### config.mk
export PLATFORM = sky130hd
export DESIGN_NAME = irq_flag_ctrl
export DESIGN_NICKNAME = d
export VERILOG_FILES = /design/src/rtl/irq_flag_pkg.sv /design/src/rtl/alu_flag_eval.sv /design/src/rtl/irq_gate.sv /design/src/rtl/irq_flag_ctrl.sv
export SDC_FILE = /design/constraint.sdc
export NUM_CORES = 1
export LEC_CHECK = 0
export CORE_ASPECT_RATIO = 1.2
export CORE_UTILIZATION = 32
export CTS_CLUSTER_SIZE = 14
export DETAILED_ROUTE_END_ITERATION = 10
export GPL_TIMING_DRIVEN = 0
export PLACE_DENSITY_LB_ADDON = 0.15
export SLEW_MARGIN = 20
export SYNTH_ARGS = -nofsm -noshare
export SYNTH_HDL_FRONTEND = slang
export SYNTH_SLANG_ARGS = --single-unit
### constraint.sdc
create_clock -name clk_i -period 2.8 [get_ports clk_i]
set_input_delay 0.56 -clock clk_i [delete_from_list [all_inputs] [get_ports clk_i]]
set_output_delay 0.56 -clock clk_i [all_outputs]
set_load 0.02 [all_outputs]
### src/rtl/irq_flag_pkg.sv
package irq_flag_pkg;
  localparam int LVL_W = 3;
  localparam int FLG_W = 8 + LVL_W;

  typedef struct packed {
    logic [LVL_W-1:0] lvl;
    logic u;
    logic i;
    logic o;
    logic b;
    logic s;
    logic z;
    logic d;
    logic c;
  } flg_t;

  typedef struct packed {
    logic o;
    logic s;
    logic z;
    logic c;
  } alu_mask_t;
endpackage

### src/rtl/alu_flag_eval.sv
module alu_flag_eval #(
  parameter int DATA_W = 16
) (
  input  logic [DATA_W-1:0] res_i,
  input  logic              byte_i,
  output logic              z_o,
  output logic              s_o
);
  localparam int HALF_W = DATA_W / 2;

  always_comb begin
    if (byte_i) begin
      z_o = (res_i[HALF_W-1:0] == '0);
      s_o = res_i[HALF_W-1];
    end else begin
      z_o = (res_i == '0);
      s_o = res_i[DATA_W-1];
    end
  end
endmodule

### src/rtl/irq_gate.sv
module irq_gate
  import irq_flag_pkg::*;
#(
  parameter int NUM_W        = 6,
  parameter int SW_STK_LIMIT = 32
) (
  input  logic             req_i,
  input  logic             hw_i,
  input  logic [LVL_W-1:0] lvl_i,
  input  logic [NUM_W-1:0] num_i,
  input  logic             ien_i,
  input  logic [LVL_W-1:0] ipl_i,
  output logic             ack_o,
  output logic             clr_stk_o
);
  logic hw_ok;

  assign hw_ok     = ien_i && (lvl_i > ipl_i);
  assign ack_o     = req_i && (!hw_i || hw_ok);
  // low-numbered software traps also move to the interrupt stack
  assign clr_stk_o = ack_o && (hw_i || (int'(num_i) < SW_STK_LIMIT));
endmodule

### src/rtl/irq_flag_ctrl.sv
module irq_flag_ctrl
  import irq_flag_pkg::*;
#(
  parameter int DATA_W       = 16,
  parameter int NUM_W        = 6,
  parameter int SW_STK_LIMIT = 32
) (
  input  logic              clk_i,
  input  logic              rst_ni,
  input  logic [3:0]        alu_mask_i,
  input  logic [DATA_W-1:0] alu_res_i,
  input  logic              alu_byte_i,
  input  logic              alu_carry_i,
  input  logic              alu_ovf_i,
  input  logic              flg_we_i,
  input  logic [10:0]       flg_wdata_i,
  input  logic              irq_req_i,
  input  logic              irq_hw_i,
  input  logic [2:0]        irq_lvl_i,
  input  logic [NUM_W-1:0]  irq_num_i,
  output logic              irq_ack_o,
  output logic [10:0]       flg_o,
  output logic [10:0]       flg_save_o
);
  flg_t      flg_q, flg_d;
  alu_mask_t mask;
  logic      res_z, res_s;
  logic      clr_stk;

  assign mask = alu_mask_t'(alu_mask_i);

  alu_flag_eval #(.DATA_W(DATA_W)) u_eval (
    .res_i  (alu_res_i),
    .byte_i (alu_byte_i),
    .z_o    (res_z),
    .s_o    (res_s)
  );

  irq_gate #(.NUM_W(NUM_W), .SW_STK_LIMIT(SW_STK_LIMIT)) u_gate (
    .req_i     (irq_req_i),
    .hw_i      (irq_hw_i),
    .lvl_i     (irq_lvl_i),
    .num_i     (irq_num_i),
    .ien_i     (flg_q.i),
    .ipl_i     (flg_q.lvl),
    .ack_o     (irq_ack_o),
    .clr_stk_o (clr_stk)
  );

  always_comb begin
    flg_d = flg_q;
    if (mask.c) flg_d.c = alu_carry_i;
    if (mask.z) flg_d.z = res_z;
    if (mask.s) flg_d.s = res_s;
    if (mask.o) flg_d.o = alu_ovf_i;
    if (flg_we_i) flg_d = flg_t'(flg_wdata_i);
    // acknowledge owns enable, stack select and level
    if (irq_ack_o) begin
      flg_d.i   = 1'b0;
      flg_d.lvl = irq_lvl_i;
      if (clr_stk) flg_d.u = 1'b0;
    end
  end

  always_ff @(posedge clk_i or negedge rst_ni) begin
    if (!rst_ni) flg_q <= '0;
    else         flg_q <= flg_d;
  end

  assign flg_o      = flg_q;
  assign flg_save_o = irq_ack_o ? flg_q : '0;

  AST_HW_GATE: assert property (@(posedge clk_i) disable iff (!rst_ni)
    (irq_ack_o && irq_hw_i) |-> (flg_o[6] && (irq_lvl_i > flg_o[10:8])));
  AST_SW_ACK: assert property (@(posedge clk_i) disable iff (!rst_ni)
    (irq_req_i && !irq_hw_i) |-> irq_ack_o);
  AST_IEN_CLR: assert property (@(posedge clk_i) disable iff (!rst_ni)
    irq_ack_o |=> !flg_o[6]);
  AST_HW_STK: assert property (@(posedge clk_i) disable iff (!rst_ni)
    (irq_ack_o && irq_hw_i) |=> !flg_o[7]);
  AST_LVL_LOAD: assert property (@(posedge clk_i) disable iff (!rst_ni)
    irq_ack_o |=> (flg_o[10:8] == $past(irq_lvl_i)));
  AST_SAVE_OLD: assert property (@(posedge clk_i) disable iff (!rst_ni)
    irq_ack_o |=> ($past(flg_save_o) == $past(flg_o)));
  AST_IDLE_HOLD: assert property (@(posedge clk_i) disable iff (!rst_ni)
    (!irq_req_i && !flg_we_i && alu_mask_i == 4'd0) |=> $stable(flg_o));
endmodule

==> results of run 1 <==
worst paths after layout:
check	end	slack [ns]	startpoint	cells after the start
worst max-delay path	flg_save_o[4]	0.05	irq_lvl_i[0]	10
worst min-delay path	flg_o[1]	0.54	flg_o[1]	1
worst max register to register	flg_o[9]	0.97	flg_o[9]	9
worst min register to register	flg_o[1]	0.54	flg_o[1]	1
max in group asynchronous	flg_o[5]	1.83	rst_ni	1
min in group asynchronous	flg_o[1]	0.63	rst_ni	1
placed cells by master, fill, tap and decap left out, types with 2 or more instances in the layout:
cell	n
a21oi_1	7
a31oi_1	3
and3_1	4
and3_2	5
buf_2	7
buf_4	5
buf_6	4
clkbuf_1	2
clkbuf_2	3
clkbuf_4	3
clkdlybuf4s50_1	50
dfrtp_1	11
dlygate4sd2_1	3
ha_4	3
inv_1	4
mux2_2	2
mux2i_1	6
nand2_1	11
nor3_1	2
nor4_1	4
o211ai_1	2
o21ai_0	5
synthesized netlist by cell type:
cell | count | area, µm²
nor2_1 | 1 | 3.75
nor4_1 | 4 | 25.0
ha_1 | 3 | 37.5
nor2b_1 | 1 | 6.26
and3_2 | 5 | 37.5
dfrtp_1 | 11 | 275
nand2_1 | 12 | 45.0
mux2_2 | 2 | 22.5
clkbuf_1 | 1 | 3.75
mux2i_1 | 6 | 60.1
nor3b_1 | 1 | 7.51
buf_6 | 1 | 11.3
nor3_1 | 2 | 10.0
o21ai_0 | 6 | 30.0
inv_1 | 5 | 18.8
buf_2 | 2 | 10.0
o211ai_1 | 2 | 15.0
o21ai_4 | 1 | 16.3
o21a_2 | 1 | 8.76
a21oi_1 | 8 | 40.0
and3_1 | 5 | 31.3
a31oi_1 | 3 | 18.8
nand4b_1 | 1 | 8.76
and2_2 | 1 | 7.51
nand3_1 | 1 | 5.00
nand2b_1 | 1 | 6.26
buf_4 | 1 | 7.51
power breakdown:
part	total (W)	internal [W]	switching [W]
logic	0.000305	0.000167	0.000138
registers	0.000192	0.000177	0.0000156
clock network	0.000106	0.0000550	0.0000514
total	0.000604	0.000399	0.000205
repair_timing:
action / 4_1_cts / 5_1_grt
pin swaps: 5 / 1
cloned: 1 / 0
resized for setup: 52 / 5
setup endpoints to repair: 12 / 10
buffers inserted: 3 / 2
logic make-up (layout without fill, tap and decap cells):
logic type | after synthesis | count (layout) | synth area share, %
AND/OR/NAND/NOR | 35 | 35 | 25.2
AO/OA/AOI/OAI | 21 | 21 | 16.7
adder cells (fa/ha/maj) | 3 | 3 | 4.88
multiplexers | 8 | 8 | 10.7
buffers and inverters | 10 | 84 | 6.67
flip-flops | 11 | 11 | 35.8
critical path, cell delays in order:
cell	delay, ns
clkdlybuf4s50_1	0.47
inv_2	0.05
ha_4	0.22
nand3_4	0.07
nand2_2	0.08
o21ai_4	0.23
buf_6	0.13
buf_6	0.08
and3_4	0.18
buf_6	0.11
cell type report:
| class | instances | share of cell area, % |
|---|---|---|
| Timing Repair Buffer | 70 | 42.0 |
| Multi-Input combinational cell | 67 | 32.7 |
| Sequential cell | 11 | 17.7 |
| Tap cell | 31 | 2.50 |
| Buffer | 5 | 2.10 |
| Clock buffer | 4 | 1.69 |
| Inverter | 5 | 1.21 |
per-stage QoR:
stage	util, %	setup TNS [ns]
after floorplan	-	0
after detailed placement	63.5	-5.68
after CTS	67.7	0
after global routing	68.0	-0.00131
final	68.0	0
after global placement	63.5	-5.45
routing by layer:
metal	GRT usage [%]	wire length, µm
met5	0	0
met2	38.9	1400
met3	4.22	157
met1	24.6	981
met4	7.35	23
==> results.json, run 1 <==
{
  "grt_util_all_layers_pct": 21.9,
  "nFillCells": 201,
  "drtIter0Drc": 15,
  "detail-route-antenna-nets": 0,
  "grt_max_degree": 12,
  "fin_area_um2": 1550,
  "netlist_instances": 88,
  "irDropWorstVdd_mv": 0.201,
  "synthDistinctLibCells": 27,
  "end_kind": "output pin",
  "cts_max_level": 1,
  "arrival_ns": 2.19,
  "layout_setup_ws_ns": 0.0484,
  "largest_reg_flops": 11,
  "skew_ns": 0.00592,
  "crit_type": "input pin to output pin",
  "drc_errors": 0,
  "insertion_delay_ns": 0.26,
  "synth_area_um2": 769,
  "cts_made_buffers": 3,
  "dp_slack_ns": -0.561,
  "syn_avg_cell_area_um2": 8.74,
  "die_area_um2": 2610,
  "postCtsHoldBufs": 0,
  "layout-drive-gt1-share_pct": 25.9,
  "grt_first_pass_wirelength_um": 4260,
  "finalNonFillerCells": 193,
  "core_area_um2": 2280,
  "dp_hpwl_um": 1930,
  "via_count": 967,
  "multi_input_area_um2": 508,
  "start_kind": "input pin",
  "placed_cell_area_um2": 1450,
  "yosysWarnings": 0,
  "tightestPinTransition_ns": 0.499,
  "hp-class": "flop to flop",
  "period_needed_ns": 2.75,
  "first_pass_iters": 2,
  "final_net_count": 214,
  "status": "completed",
  "setup_viol": 0,
  "maxCapViolations": 0,
  "grt.overflow.total": 0,
  "seq_area_frac_synth_pct": 35.8,
  "area_growth_pct": 102,
  "grt_pass1_vias": 977,
  "cts_tree": "yes",
  "p_leak_nw": 0.690,
  "die_w_um": 46.8,
  "worst_ep_required_time_ns": 2.24,
  "placedCellCount": 183,
  "antenna_cells": 0,
  "maxSlewHeadroom_pct": 66.6,
  "synth_nets": 139,
  "cts.clk_slew.worst_paths_ns": 0.07,
  "post_drt_wl_per_cell_um": 13.3,
  "cts_sinks": 11,
  "p_per_area_nw_per_um2": 389,
  "wl_um": 2560,
  "cts.path.max_buffers": 2,
  "final_max_slew_viol_count": 0,
  "via_per_inst": 5.01,
  "max_clock_freq_mhz": 363,
  "hold_ws_ns": 0.536,
  "initial_core_util_pct": 33.7,
  "synth.ff_latch_count": 11,
  "hold_viol": 0,
  "total_power_w": 0.000604,
  "antenna_found_initial": 0,
  "routabilityCongestion": 0.847,
  "finalCritPeriodShare_pct": 98.3,
  "cp_max_fo": 6,
  "regArea_um2": 275,
  "numPortBuffers": 64,
  "io_pins": 71,
  "rows": 19,
  "die_height_um": 55.7,
  "root_buffer": "clkbuf_4"
}
Power figures use the tool's default switching activity.
==> run 2, diff against run 1 <==
==> constraint.sdc (replaced) <==
create_clock -name clk_i -period 3.45 [get_ports clk_i]
set_input_delay 0.69 -clock clk_i [delete_from_list [all_inputs] [get_ports clk_i]]
set_output_delay 0.69 -clock clk_i [all_outputs]
set_load 0.02 [all_outputs]
==> results.json, run 2 (synthesis gave the netlist of run 1 again) <==
{
  "path_cells": "clkdlybuf4s50_1, ha_1, nand2_1, o21a_2, o21ai_4, buf_6, and3_1, dlygate4sd2_1",
  "via_per_inst": 4.87,
  "die_w_um": 46.8,
  "critPathLaunch": "irq_lvl_i[2]",
  "rows": 19,
  "antenna_found_initial": 0,
  "pwr-share-clk_pct": 19.1,
  "layout-drive-gt1-share_pct": 11.5,
  "wl_um": 2330,
  "crit_slowest_cell": "clkdlybuf4s50_1",
  "skew_ns": 0.00583,
  "postCtsHoldBufs": 0,
  "end_kind": "output pin",
  "maxSlewHeadroom_pct": 66.9,
  "io_pins": 71,
  "insertion_delay_ns": 0.26,
  "arrival_ns": 2.69,
  "cts_tree": "yes",
  "maxCapViolations": 0,
  "grt_first_pass_wirelength_um": 3860,
  "final_max_slew_viol_count": 0,
  "internal_power_w": 0.000301,
  "final_net_count": 208,
  "nFillCells": 220,
  "grt_max_degree": 12,
  "period_needed_ns": 3.38,
  "cts.path.max_buffers": 2,
  "cp_max_fo": 10,
  "final_cell_mix": "clkdlybuf4s50_1, nand2_1, dfrtp_1, dlygate4sd2_1, a21oi_1",
  "dp_hpwl_um": 1930,
  "crit_type": "input pin to output pin",
  "start_kind": "input pin",
  "postCtsSetupBuffers": 0,
  "detail-route-antenna-nets": 0,
  "crit_family": "buffers and inverters",
  "max_stage_delay_ns": 0.44,
  "antenna_cells": 0,
  "die_height_um": 55.7,
  "ctsResizeCount": 11,
  "hold_viol": 0,
  "irDropWorstVdd_mv": 0.162,
  "grt.overflow.total": 0,
  "comb_power_share_pct": 46.7,
  "tightestPinTransition_ns": 0.495,
  "layout_commonest_cell": "clkdlybuf4s50_1",
  "die_area_um2": 2610,
  "seq_power_share_pct": 34.2,
  "root_buffer": "clkbuf_4",
  "crit_buf_inv": 3,
  "drc_errors": 0,
  "cts.clk_slew.worst_paths_ns": 0.07,
  "cts_made_buffers": 3,
  "grt_pass1_vias": 902,
  "swShare_pct": 33.3,
  "setup_viol": 0,
  "area_growth_pct": 90.4,
  "post_drt_wl_per_cell_um": 12.5,
  "routabilityCongestion": 0.847,
  "via_count": 910,
  "core_area_um2": 2280,
  "hp-class": "flop to flop",
  "cts_sinks": 11,
  "utilization_pct": 64.2,
  "initial_core_util_pct": 33.7,
  "max_clock_freq_mhz": 296,
  "placed_cell_area_um2": 1450,
  "min_from": "flg_o[4]",
  "p_leak_nw": 0.680,
  "largest_reg_flops": 11,
  "grt_util_all_layers_pct": 19.9,
  "p_per_area_nw_per_um2": 308,
  "total_power_w": 0.000452,
  "finalCritPeriodShare_pct": 97.9,
  "p_sw_w": 0.000151,
  "worst_ep_required_time_ns": 2.76,
  "status": "completed",
  "drtIter0Drc": 13,
  "numPortBuffers": 64,
  "first_pass_iters": 4,
  "fin_area_um2": 1470,
  "worstReg2RegStart": "flg_o[10]",
  "cts_max_level": 1
}
-- run 2: final timing paths --
kind,to,slack [ns],cells after the start
worst max-delay path,flg_save_o[5],0.07,8
worst min-delay path,flg_o[4],0.53,1
worst max register to register,flg_o[9],1.77,7
worst min register to register,flg_o[4],0.53,1
max in group asynchronous,flg_o[6],2.36,1
min in group asynchronous,flg_o[1],0.75,1
-- run 2: worst register-to-register path, cell delays in order (launching register included) --
cell and delay (ns):
dfrtp_1 0.36, inv_1 0.06, ha_1 0.31, nand2_1 0.09, o21a_2 0.23, o21ai_4 0.23, buf_6 0.17, a31oi_1 0.09
-- run 2: power by group through the flow --
stage	Sequential [W]	Clock, W	Combinational (W)
after CTS	0.000154	0.0000875	0.000210
final	0.000155	0.0000863	0.000211
after floorplan	0.000172	0	0.0000846
after global routing	0.000157	0.0000955	0.000228
after detailed placement	0.000157	0	0.000216
after global placement	0.000156	0	0.000213
-- run 2: stage by stage --
stage	hold WS (ns)	setup TNS [ns]	cells	worst slack [ns]
final	0.534	0	187	0.0736
after detailed placement	0.520	-1.01	183	-0.171
after CTS	0.533	0	187	0.00200
after global placement	0.503	-0.813	183	-0.139
after floorplan	0.394	0	88	0.934
after global routing	0.573	-0.0131	187	-0.0117
-- run 2: cell type report --
class | count | area (µm²) | area share, %
Timing Repair Buffer | 64 | 627 | 42.8
Multi-Input combinational cell | 67 | 447 | 30.5
Sequential cell | 11 | 275 | 18.8
Tap cell | 31 | 38.8 | 2.65
Buffer | 5 | 32.5 | 2.22
Clock buffer | 4 | 26.3 | 1.79
Inverter | 5 | 18.8 | 1.28
-- run 2: routing by layer --
layer,GRT usage [%],vias to the layer above,wire [µm]
met4,6.12,0,25
li1,-,454,-
met3,3.57,2,153
met1,22.6,415,905
met2,35.5,39,1250
met5,0,-,0
